### src/rtl/hs_pkg.sv
package hs_pkg;
  localparam int N_DLY = 2;
  typedef enum int {CH_OP = 0, CH_OC = 1} dly_ch_e;
endpackage

### src/rtl/hs_sync.sv
module hs_sync #(
  parameter int W = 1
) (
  input  logic         clk_i,
  input  logic         rst_ni,
  input  logic [W-1:0] d_i,
  output logic [W-1:0] q_o
);
  logic [W-1:0] s1_q, s2_q;
  always_ff @(posedge clk_i or negedge rst_ni) begin
    if (!rst_ni) begin
      s1_q <= '0;
      s2_q <= '0;
    end else begin
      s1_q <= d_i;
      s2_q <= s1_q;
    end
  end
  assign q_o = s2_q;
endmodule

### src/rtl/hs_timer.sv
// Consecutive-cycle qualifier: hit_o on the lim-th consecutive cond cycle.
module hs_timer #(
  parameter int W = 24
) (
  input  logic         clk_i,
  input  logic         rst_ni,
  input  logic         clr_i,
  input  logic         cond_i,
  input  logic [W-1:0] lim_i,
  output logic         hit_o
);
  logic [W-1:0] cnt_q, lim_eff;
  assign lim_eff = (lim_i == '0) ? W'(1) : lim_i;
  assign hit_o   = cond_i && !clr_i && (cnt_q == lim_eff - W'(1));

  always_ff @(posedge clk_i or negedge rst_ni) begin
    if (!rst_ni)                         cnt_q <= '0;
    else if (clr_i || !cond_i || hit_o)  cnt_q <= '0;
    else                                 cnt_q <= cnt_q + W'(1);
  end
endmodule

### src/rtl/hotswap_supervisor.sv
module hotswap_supervisor
  import hs_pkg::*;
#(
  parameter int DLY_W = 24,
  parameter int PG_W  = 25
) (
  input  logic             clk_i,
  input  logic             rst_ni,
  input  logic             en_i,
  input  logic             uv_hi_i,
  input  logic             uv_lo_i,
  input  logic             op_det_i,
  input  logic             oc_det_i,
  input  logic             short_det_i,
  input  logic             fb_on_i,
  input  logic             fb_off_i,
  input  logic             cur_only_i,
  input  logic [DLY_W-1:0] op_limit_i,
  input  logic [DLY_W-1:0] oc_limit_i,
  input  logic [PG_W-1:0]  pg_limit_i,
  output logic             gate_o,
  output logic             fault_no,
  output logic             pg_o,
  output logic             pg_no,
  output logic             op_flag_o,
  output logic             oc_flag_o
);
  localparam int N_SYNC = 8;

  logic [N_SYNC-1:0] raw, syn;
  logic en_s, hi_s, lo_s, op_s, oc_s, sc_s, fon_s, foff_s;

  assign raw = {en_i, uv_hi_i, uv_lo_i, op_det_i, oc_det_i, short_det_i, fb_on_i, fb_off_i};
  hs_sync #(.W(N_SYNC)) u_sync (.clk_i, .rst_ni, .d_i(raw), .q_o(syn));
  assign {en_s, hi_s, lo_s, op_s, oc_s, sc_s, fon_s, foff_s} = syn;

  // Supply hysteresis
  logic sup_ok_q;
  always_ff @(posedge clk_i or negedge rst_ni) begin
    if (!rst_ni)    sup_ok_q <= 1'b0;
    else if (hi_s)  sup_ok_q <= 1'b1;
    else if (!lo_s) sup_ok_q <= 1'b0;
  end

  logic fault_q, fault_set, dly_clr;
  logic [N_DLY-1:0] dly_cond, dly_hit;
  logic [DLY_W-1:0] dly_lim [N_DLY];

  assign dly_clr         = !en_s || fault_q;
  assign dly_cond[CH_OP] = op_s && !cur_only_i;
  assign dly_cond[CH_OC] = oc_s;
  assign dly_lim[CH_OP]  = op_limit_i;
  assign dly_lim[CH_OC]  = oc_limit_i;

  for (genvar ch = 0; ch < N_DLY; ch++) begin : g_dly
    hs_timer #(.W(DLY_W)) u_tmr (
      .clk_i, .rst_ni,
      .clr_i (dly_clr),
      .cond_i(dly_cond[ch]),
      .lim_i (dly_lim[ch]),
      .hit_o (dly_hit[ch])
    );
  end

  assign fault_set = en_s && !fault_q && ((|dly_hit) || sc_s);

  logic op_flag_q, oc_flag_q;
  always_ff @(posedge clk_i or negedge rst_ni) begin
    if (!rst_ni) begin
      fault_q   <= 1'b0;
      op_flag_q <= 1'b0;
      oc_flag_q <= 1'b0;
    end else if (!en_s) begin
      fault_q   <= 1'b0;
      op_flag_q <= 1'b0;
      oc_flag_q <= 1'b0;
    end else if (fault_set) begin
      fault_q   <= 1'b1;
      op_flag_q <= dly_hit[CH_OP];
      oc_flag_q <= dly_hit[CH_OC];
    end
  end

  // Power-good: one timer qualifies whichever transition is pending
  logic pg_q, pg_clr, pg_cond, pg_hit;
  assign pg_clr  = fault_q || fault_set;
  assign pg_cond = pg_q ? !foff_s : fon_s;

  hs_timer #(.W(PG_W)) u_pg_tmr (
    .clk_i, .rst_ni,
    .clr_i (pg_clr),
    .cond_i(pg_cond),
    .lim_i (pg_limit_i),
    .hit_o (pg_hit)
  );

  always_ff @(posedge clk_i or negedge rst_ni) begin
    if (!rst_ni)     pg_q <= 1'b0;
    else if (pg_clr) pg_q <= 1'b0;
    else if (pg_hit) pg_q <= !pg_q;
  end

  assign gate_o    = en_s && sup_ok_q && !fault_q;
  assign fault_no  = !fault_q;
  assign pg_o      = pg_q;
  assign pg_no     = !pg_q;
  assign op_flag_o = op_flag_q;
  assign oc_flag_o = oc_flag_q;
endmodule

### config.mk
export PLATFORM = sky130hd
export DESIGN_NAME = hotswap_supervisor
export DESIGN_NICKNAME = d
export VERILOG_FILES = /design/src/rtl/hs_pkg.sv /design/src/rtl/hs_sync.sv /design/src/rtl/hs_timer.sv /design/src/rtl/hotswap_supervisor.sv
export SDC_FILE = /design/constraint.sdc
export NUM_CORES = 1
export LEC_CHECK = 0
export ABC_AREA = 1
export ABC_CLOCK_PERIOD_IN_PS = 4800
export CORE_MARGIN = 2
export CORE_UTILIZATION = 62
export DETAILED_ROUTE_END_ITERATION = 8
export GPL_TIMING_DRIVEN = 0
export PLACE_DENSITY = 0.9
export SLEW_MARGIN = 5
export SYNTH_ARGS = -nofsm -noshare
export SYNTH_HDL_FRONTEND = slang
export SYNTH_SLANG_ARGS = --single-unit
### constraint.sdc
create_clock -name clk_i -period 4.8 [get_ports clk_i]
set_input_delay 0.96 -clock clk_i [delete_from_list [all_inputs] [get_ports clk_i]]
set_output_delay 0.96 -clock clk_i [all_outputs]
set_load 0.01 [all_outputs]
==> impl_metrics.env, run 1 <==
export IMPL_outcome="finished, final reports clean"
export IMPL_yosysTopAreaCellShare_pct=30.13
export IMPL_vdd_ir_drop_max_v=0.0001674
export IMPL_p_per_area_mw_per_mm2=197.3
export IMPL_r2r_start="g_dly[0].u_tmr.cnt_q[0]$_DFF_PN0_"
export IMPL_hold_depth=0
export IMPL_clkTransAtPathRegs_ps=60
export IMPL_track_usage_pct=28.32
export IMPL_criticalPathCategory="in2reg"
export IMPL_finalCriticalPeriod_ps=4205
export IMPL_critPathCaptureType="flip-flop"
export IMPL_clkPwrFrac_pct=37.7
export IMPL_coreArea_mm2=0.01216
export IMPL_rsz0062_at_grt="false"
export IMPL_cts_hold_buf=0
export IMPL_cts_setup_buffers=0
export IMPL_cpLargestDelayFamily="simple AND/OR/NAND/NOR gates"
export IMPL_worstHoldPathType="reg2reg"
export IMPL_synth_cell_types=48
export IMPL_area_delta_synth_final_pct=17.98
export IMPL_min_from="u_sync.s1_q[2]$_DFF_PN0_"
export IMPL_ant_nets=0
export IMPL_routed_via_density=5.284
export IMPL_diodes=0
export IMPL_nNetsFinal=1289
export IMPL_remaining_drc_errors=0
export IMPL_yosys_warnings=0
export IMPL_fin_crit_sh_pct=87.60
export IMPL_finalMaxSlewViolations=0
export IMPL_yosysSeqAreaShare_pct=30.13
export IMPL_cellInternalPower_mw=1.353
export IMPL_final_common_cell="nand2_1"
export IMPL_pin_count=90
export IMPL_ctsLongestPathBuffers=2
export IMPL_final_core_util_pct=75.74
export IMPL_placed_area_mm2=0.008934
export IMPL_fp_dieW_um=116.2
export IMPL_fin_cells=1369
export IMPL_synth_fp_nets=1188
export IMPL_rr_endpoint="g_dly[0].u_tmr.cnt_q[22]$_DFF_PN0_"
export IMPL_dpl_cell_count=1356
export IMPL_rows=40
export IMPL_clk_latency_ps=340
export IMPL_crit_buf_inv=4
export IMPL_final_area_mm2=0.009211
export IMPL_cts_root_buf="clkbuf_16"
export IMPL_dp_hpwl_um=14510
export IMPL_relSlewSlack_pct=63.49
export IMPL_layout_drive_gt1_share_pct=10.82
export IMPL_die_h_um=116.2
export IMPL_slowest_stage="clkdlybuf4s50_1"
export IMPL_vias=7234
export IMPL_grt_pass1_wl_um=30460
export IMPL_start_util_pct=64.20
export IMPL_tightest_slew_ps=547.7
export IMPL_dr_pass1_iters=5
export IMPL_cp_arrival_ps=4480
export IMPL_netSwitchingPower_mw=0.4641
export IMPL_rr_worst_depth=14
export IMPL_power_frac_seq_pct=44.7
export IMPL_maxCapViolCount=0
export IMPL_syn_inst=1098
export IMPL_min_to="u_sync.q_o[2]$_DFF_PN0_"
export IMPL_crit_chain="clkdlybuf4s50_1, inv_1, nand3_1, nor2_1, nand2_2, nor2_4, nor2_4, buf_6, ha_1, nand2_2, nor2_4, nand3_2, nor2_4, nand3_2, nor2_2, xor2_1, or2_2, and2_1, nand3_2, nand4_4, buf_12, nor2_4"
export IMPL_numPortBuffers=89
export IMPL_critPathMaxStageDelay_ps=580
export IMPL_antenna_found_initial=0
export IMPL_cts_buffers=9
export IMPL_cts_tree="yes"
export IMPL_r2r_slack_ps=2060
export IMPL_timing_fmax_ghz=0.2378
export IMPL_wl_per_cell_um=13.31
export IMPL_place_gp_congestion=0.9394
export IMPL_grt_pass1_vias=6904
export IMPL_yosys_register_bits=94
export IMPL_timing_hold_ws_ps=347.1
export IMPL_first_iter_violations=511
export IMPL_finalWirelength_um=18230
export IMPL_leakage_nw=3.963
export IMPL_syn_area_mm2=0.007807
export IMPL_final_cell_mix="nand2_1 (237), nor2_1 (173), inv_1 (144), dfrtp_1 (94), clkdlybuf4s50_1 (88)"
export IMPL_cts_resized=0
export IMPL_timing_hold_violations_final=0
export IMPL_synth_edf_count=0
export IMPL_finalPower_mw=1.817
export IMPL_dieArea_mm2=0.01351
export IMPL_cts_sinks=94
export IMPL_cp_start_kind="input port"
export IMPL_p_sw_share_pct=25.54
export IMPL_crit_path_max_fanout=10
export IMPL_required_ps=5070
export IMPL_grt_overflow_total=0
export IMPL_fillers=940
export IMPL_synth_area_leaders="dfrtp_1 (30%), nand2_1 (11%), xor2_1 (9.1%), nor2_1 (8.3%), inv_1 (6.9%)"
export IMPL_synth_top_area_cell="dfrtp_1"
export IMPL_fin_skew_ps=7.424
export IMPL_pwr_share_comb_pct=17.7
export IMPL_grt_max_degree=53
export IMPL_synth_async_reset_ratio_pct=100.0
export IMPL_ys_flop_type="dfrtp_1"
export IMPL_setup_violations=0
export IMPL_h_tree_depth=3
export IMPL_avgSynthCellArea_um2=7.111
export IMPL_crit_top_cell="nor2_4"
==> power by group through the flow <==
stage / registers [mW] / logic, mW / clock network (mW)
floorplan: 0.823 / 0.174 / 0
global placement: 0.826 / 0.310 / 0
detailed placement: 0.826 / 0.318 / 0
CTS: 0.811 / 0.321 / 0.696
global route: 0.812 / 0.354 / 0.737
finish: 0.812 / 0.321 / 0.684
==> final cells by class <==
class,instances,area [um^2],area share [%]
Clock inverter,2,35.03,0.3803
Buffer,11,93.84,1.019
Tap cell,168,210.2,2.282
Inverter,154,578.1,6.275
Multi-Input combinational cell,839,4783,51.93
Clock buffer,11,242.7,2.635
Timing Repair Buffer,90,915.9,9.943
Sequential cell,94,2352,25.54
==> cell families (layout without fill, tap and decap cells) <==
kind of cell,Yosys count,after routing,share of synthesized area (%)
AOI/OAI and AO/OA,43,43,3.157
xor gates and xnor gates,120,120,14.01
adders and majority gates,6,6,0.9615
buffers and inverters,165,268,8.606
DFF,94,94,30.13
and+or+nand+nor,670,670,43.14
==> worst max-delay path by stage <==
stage                                   end            from  depth (start not counted)
6_report       u_pg_tmr.cnt_q[17]$_DFF_PN0_   pg_limit_i[0]                         22
5_1_grt        u_pg_tmr.cnt_q[22]$_DFF_PN0_   oc_limit_i[7]                         23
4_1_cts        u_pg_tmr.cnt_q[17]$_DFF_PN0_   pg_limit_i[0]                         22
3_5_place_dp   u_pg_tmr.cnt_q[22]$_DFF_PN0_  pg_limit_i[20]                         22
3_3_place_gp   u_pg_tmr.cnt_q[15]$_DFF_PN0_          rst_ni                          1
2_1_floorplan  u_pg_tmr.cnt_q[15]$_DFF_PN0_  pg_limit_i[13]                         21
==> registers in the layout (all words and copies together), names as in the netlist <==
signal / count
op_flag_o: 1
u_pg_tmr.cnt_q: 25
u_sync.q_o: 8
pg_o: 1
oc_flag_o: 1
g_dly.u_tmr.cnt_q: 48
fault_q: 1
sup_ok_q: 1
u_sync.s1_q: 8
==> synth_stat cells (all sizes together) (6+ instances only) <==
| cell | n |
|---|---|
| o21ai | 16 |
| nor2 | 229 |
| a21oi | 14 |
| nand3b | 9 |
| inv | 153 |
| nand3 | 92 |
| xor2 | 81 |
| nand4 | 36 |
| nor3b | 10 |
| xnor2 | 36 |
| ha | 6 |
| or2 | 13 |
| nor4 | 7 |
| buf | 8 |
| nand2 | 244 |
| nor3 | 25 |
| dfrtp | 94 |
==> per-layer routing <==
| metal | track usage [%] | routed length (um) | vias up | share of wire, % |
|---|---|---|---|---|
| met5 | 0 | 0 | - | 0 |
| met4 | 13.73 | 644 | 0 | 3.5 |
| li1 | - | - | 3648 | - |
| met3 | 3.114 | 979 | 60 | 5.4 |
| met1 | 36.92 | 8073 | 3274 | 44 |
| met2 | 47.37 | 8530 | 252 | 47 |
==> per-stage QoR <==
| step | setup WS, ps | setup TNS [ps] |
|---|---|---|
| global route | 270.3 | 0 |
| CTS | 610.1 | 0 |
| global placement | -605.6 | -56140 |
| floorplan | 1280 | 0 |
| finish | 595.4 | 0 |
| detailed placement | 283.8 | 0 |
Power figures use the tool's default switching activity.
==> run 2: changes to the inputs <==
Settings changed: ABC_AREA 1 to 0, CORE_UTILIZATION 62 to 45, PLACE_DENSITY 0.9 to 0.7.
==> run 2 against run 1 <==
Effect of this change: critical path depth decreased by 6; worst hold slack improved by 0.89 ps; via count decreased by 10%; synthesized cell count decreased by 25%; cell count decreased by 15%; routed wire length decreased by 0.20%; combinational power decreased by 12%; cell area decreased by 2.8%; setup slack got worse by 450 ps; clock skew increased by 0.66 ps.
==> impl_metrics.env, run 2 <==
export IMPL_wl_per_cell_um=15.72
export IMPL_setup_violations=0
export IMPL_vdd_ir_drop_max_v=0.0002017
export IMPL_cellInternalPower_mw=1.331
export IMPL_synth_fp_nets=914
export IMPL_place_gp_congestion=0.8665
export IMPL_fp_dieW_um=130.0
export IMPL_timing_fmax_ghz=0.2150
export IMPL_grt_pass1_wl_um=29570
export IMPL_outcome="finished, final reports clean"
export IMPL_critPathCaptureType="flip-flop"
export IMPL_maxCapViolCount=0
export IMPL_r2r_start="g_dly[1].u_tmr.cnt_q[17]$_DFF_PN0_"
export IMPL_fin_skew_ps=8.087
export IMPL_finalPower_mw=1.792
export IMPL_final_area_mm2=0.008956
export IMPL_synth_top_area_cell="dfrtp_1"
export IMPL_pwr_share_comb_pct=15.8
export IMPL_placed_area_mm2=0.008308
export IMPL_final_common_cell="nor2_1"
export IMPL_cts_tree="yes"
export IMPL_clkPwrFrac_pct=39.0
export IMPL_finalWirelength_um=18190
export IMPL_rows=46
export IMPL_ys_flop_type="dfrtp_1"
export IMPL_yosysTopAreaCellShare_pct=32.94
export IMPL_remaining_drc_errors=0
export IMPL_cts_hold_buf=0
export IMPL_avgSynthCellArea_um2=8.667
export IMPL_required_ps=5030
export IMPL_grt_pass1_vias=6058
export IMPL_syn_inst=824
export IMPL_yosysMostFrequentCell="nor2_1"
export IMPL_diodes=0
export IMPL_die_h_um=130.0
export IMPL_track_usage_pct=21.72
export IMPL_fin_cells=1157
export IMPL_worstHoldPathType="reg2reg"
export IMPL_relSlewSlack_pct=36.05
export IMPL_p_sw_share_pct=25.73
export IMPL_synth_async_reset_ratio_pct=100.0
export IMPL_crit_path_max_fanout=8
export IMPL_critPathLaunch="oc_limit_i[3]"
export IMPL_nNetsFinal=1027
export IMPL_dieArea_mm2=0.01689
export IMPL_yosys_register_bits=94
export IMPL_power_frac_seq_pct=45.2
export IMPL_finalSetupTns_ps=0
export IMPL_synth_common_cells="nor2_1 (111), dfrtp_1 (94), xor2_1 (76)"
export IMPL_ctsLongestPathBuffers=2
export IMPL_netSwitchingPower_mw=0.4612
export IMPL_criticalPathCategory="in2reg"
export IMPL_leakage_nw=3.485
export IMPL_grt_max_degree=59
export IMPL_start_util_pct=45.45
export IMPL_cts_buffers=9
export IMPL_vias=6508
export IMPL_clk_latency_ps=340
export IMPL_grt_overflow_total=0
export IMPL_clkTransAtPathRegs_ps=60
export IMPL_h_tree_depth=3
export IMPL_yosysSeqAreaShare_pct=32.94
export IMPL_dp_hpwl_um=13490
export IMPL_synth_edf_count=0
export IMPL_routed_via_density=5.625
export IMPL_yosys_warnings=0
export IMPL_synth_cell_types=76
export IMPL_dr_pass1_iters=4
export IMPL_numPortBuffers=87
export IMPL_layout_drive_gt1_share_pct=14.03
export IMPL_cp_start_kind="input port"
export IMPL_min_from="u_sync.s1_q[5]$_DFF_PN0_"
export IMPL_tightest_slew_ps=950.5
export IMPL_coreArea_mm2=0.01571
export IMPL_first_iter_violations=609
export IMPL_fin_crit_sh_pct=96.89
export IMPL_timing_hold_violations_final=0
export IMPL_cts_sinks=94
export IMPL_ant_nets=0
export IMPL_largest_reg_flops=48
export IMPL_antenna_found_initial=0
export IMPL_largest_register="g_dly.u_tmr.cnt_q"
export IMPL_finalCriticalPeriod_ps=4651
export IMPL_final_cell_mix="nor2_1 (110), dfrtp_1 (94), xor2_1 (75), xnor2_1 (65), clkdlybuf4s50_1 (55)"
export IMPL_dpl_cell_count=1128
export IMPL_syn_area_mm2=0.007142
export IMPL_p_per_area_mw_per_mm2=200.1
export IMPL_cts_root_buf="clkbuf_16"
export IMPL_area_delta_synth_final_pct=25.40
export IMPL_synth_area_leaders="dfrtp_1 (33%), xor2_1 (9.3%), xnor2_1 (8.0%), nor2_1 (5.8%), nand3_1 (3.1%)"
export IMPL_reg_top3="g_dly.u_tmr.cnt_q x48, u_pg_tmr.cnt_q x25"
export IMPL_pin_count=90
export IMPL_cp_arrival_ps=4880
export IMPL_finalMaxSlewViolations=0
-- run 2: changes by cell type in the layout (fill, tap and decap cells not counted), moves of 25 or more --
cell / delta
clkdlybuf4s50_1: -33
nor2_2: -25
and3_1: +25
xnor2_1: +29
nand3_1: -34
inv_1: -125
nand2_1: -197
nor2_1: -63
-- run 2: worst paths after layout --
check,to,slack [ps],cells after the start
min in group asynchronous,g_dly[0].u_tmr.cnt_q[15]$_DFF_PN0_,580,1
min,u_sync.q_o[5]$_DFF_PN0_,350,0
max reg2reg,u_pg_tmr.cnt_q[17]$_DFF_PN0_,1550,11
max,u_pg_tmr.cnt_q[17]$_DFF_PN0_,150,16
min reg2reg,u_sync.q_o[5]$_DFF_PN0_,350,0
max in group asynchronous,u_pg_tmr.cnt_q[14]$_DFF_PN0_,3570,2
-- run 2: routing by layer --
layer	GRT usage, %	vias up	share of wire, %
li1	-	3230	-
met1	30.56	3101	47
met2	35.69	153	47
met3	2.378	24	4.2
met4	6.009	0	1.5
met5	0	-	0
-- run 2: timing repair --
| item | 4_1_cts | 5_1_grt |
|---|---|---|
| gates resized for setup | 74 | 56 |
| buffers inserted | 11 | 7 |
| gates cloned | 2 | 0 |
| setup endpoints to repair | 77 | 66 |
| pin swaps | 12 | 26 |
-- run 2: critical path, cell delays in order --
cell	delay (ps)
clkdlybuf4s50_1	620
or4_4	230
nor3_2	50
a21oi_1	190
ha_2	230
or3b_2	500
o32ai_1	140
nand4_1	130
or4_4	520
a2111oi_4	360
a41oi_2	200
o31a_1	210
o211ai_4	200
buf_6	150
buf_6	120
nor2_1	50
-- run 2: cells by family (layout without fill, tap and decap cells) --
family / after synthesis / after routing / synth area share [%]
and+or+nand+nor: 415 / 415 / 32.99
xor gates and xnor gates: 142 / 142 / 17.61
AOI/OAI and AO/OA: 113 / 113 / 11.41
DFF: 94 / 94 / 32.94
buffers and inverters: 47 / 164 / 3.031
muxes: 7 / 7 / 0.9811
adders and majority gates: 6 / 6 / 1.051
-- run 2: metrics by stage --
step / setup WS (ps) / hold WS (ps) / util [%]
after global routing: -61.88 / 354.9 / 57.00
after detailed placement: -1206 / 334.7 / 52.87
after floorplan: 29.80 / 331.2 / -
after global placement: -1235 / 334.5 / 52.72
after CTS: 29.37 / 349.5 / 56.41
final: 149.3 / 348.0 / 57.00
-- run 2: power groups by stage --
stage / combinational [mW] / clock, mW / sequential, mW
5_1_grt: 0.310 / 0.743 / 0.810
3_3_place_gp: 0.259 / 0 / 0.825
6_report: 0.283 / 0.700 / 0.810
3_5_place_dp: 0.263 / 0 / 0.824
4_1_cts: 0.280 / 0.714 / 0.809
2_1_floorplan: 0.118 / 0 / 0.822
-- run 2: final cells by class --
cell class,count,area (um^2)
clock inverters,6,63.81
fillers,1454,6756
well taps,216,270.3
flip-flops and latches,94,2352
repair buffers,107,1028
clock buffers,9,225.2
inverters,19,71.32
plain buffers,23,146.4
multi-input cells,683,4798
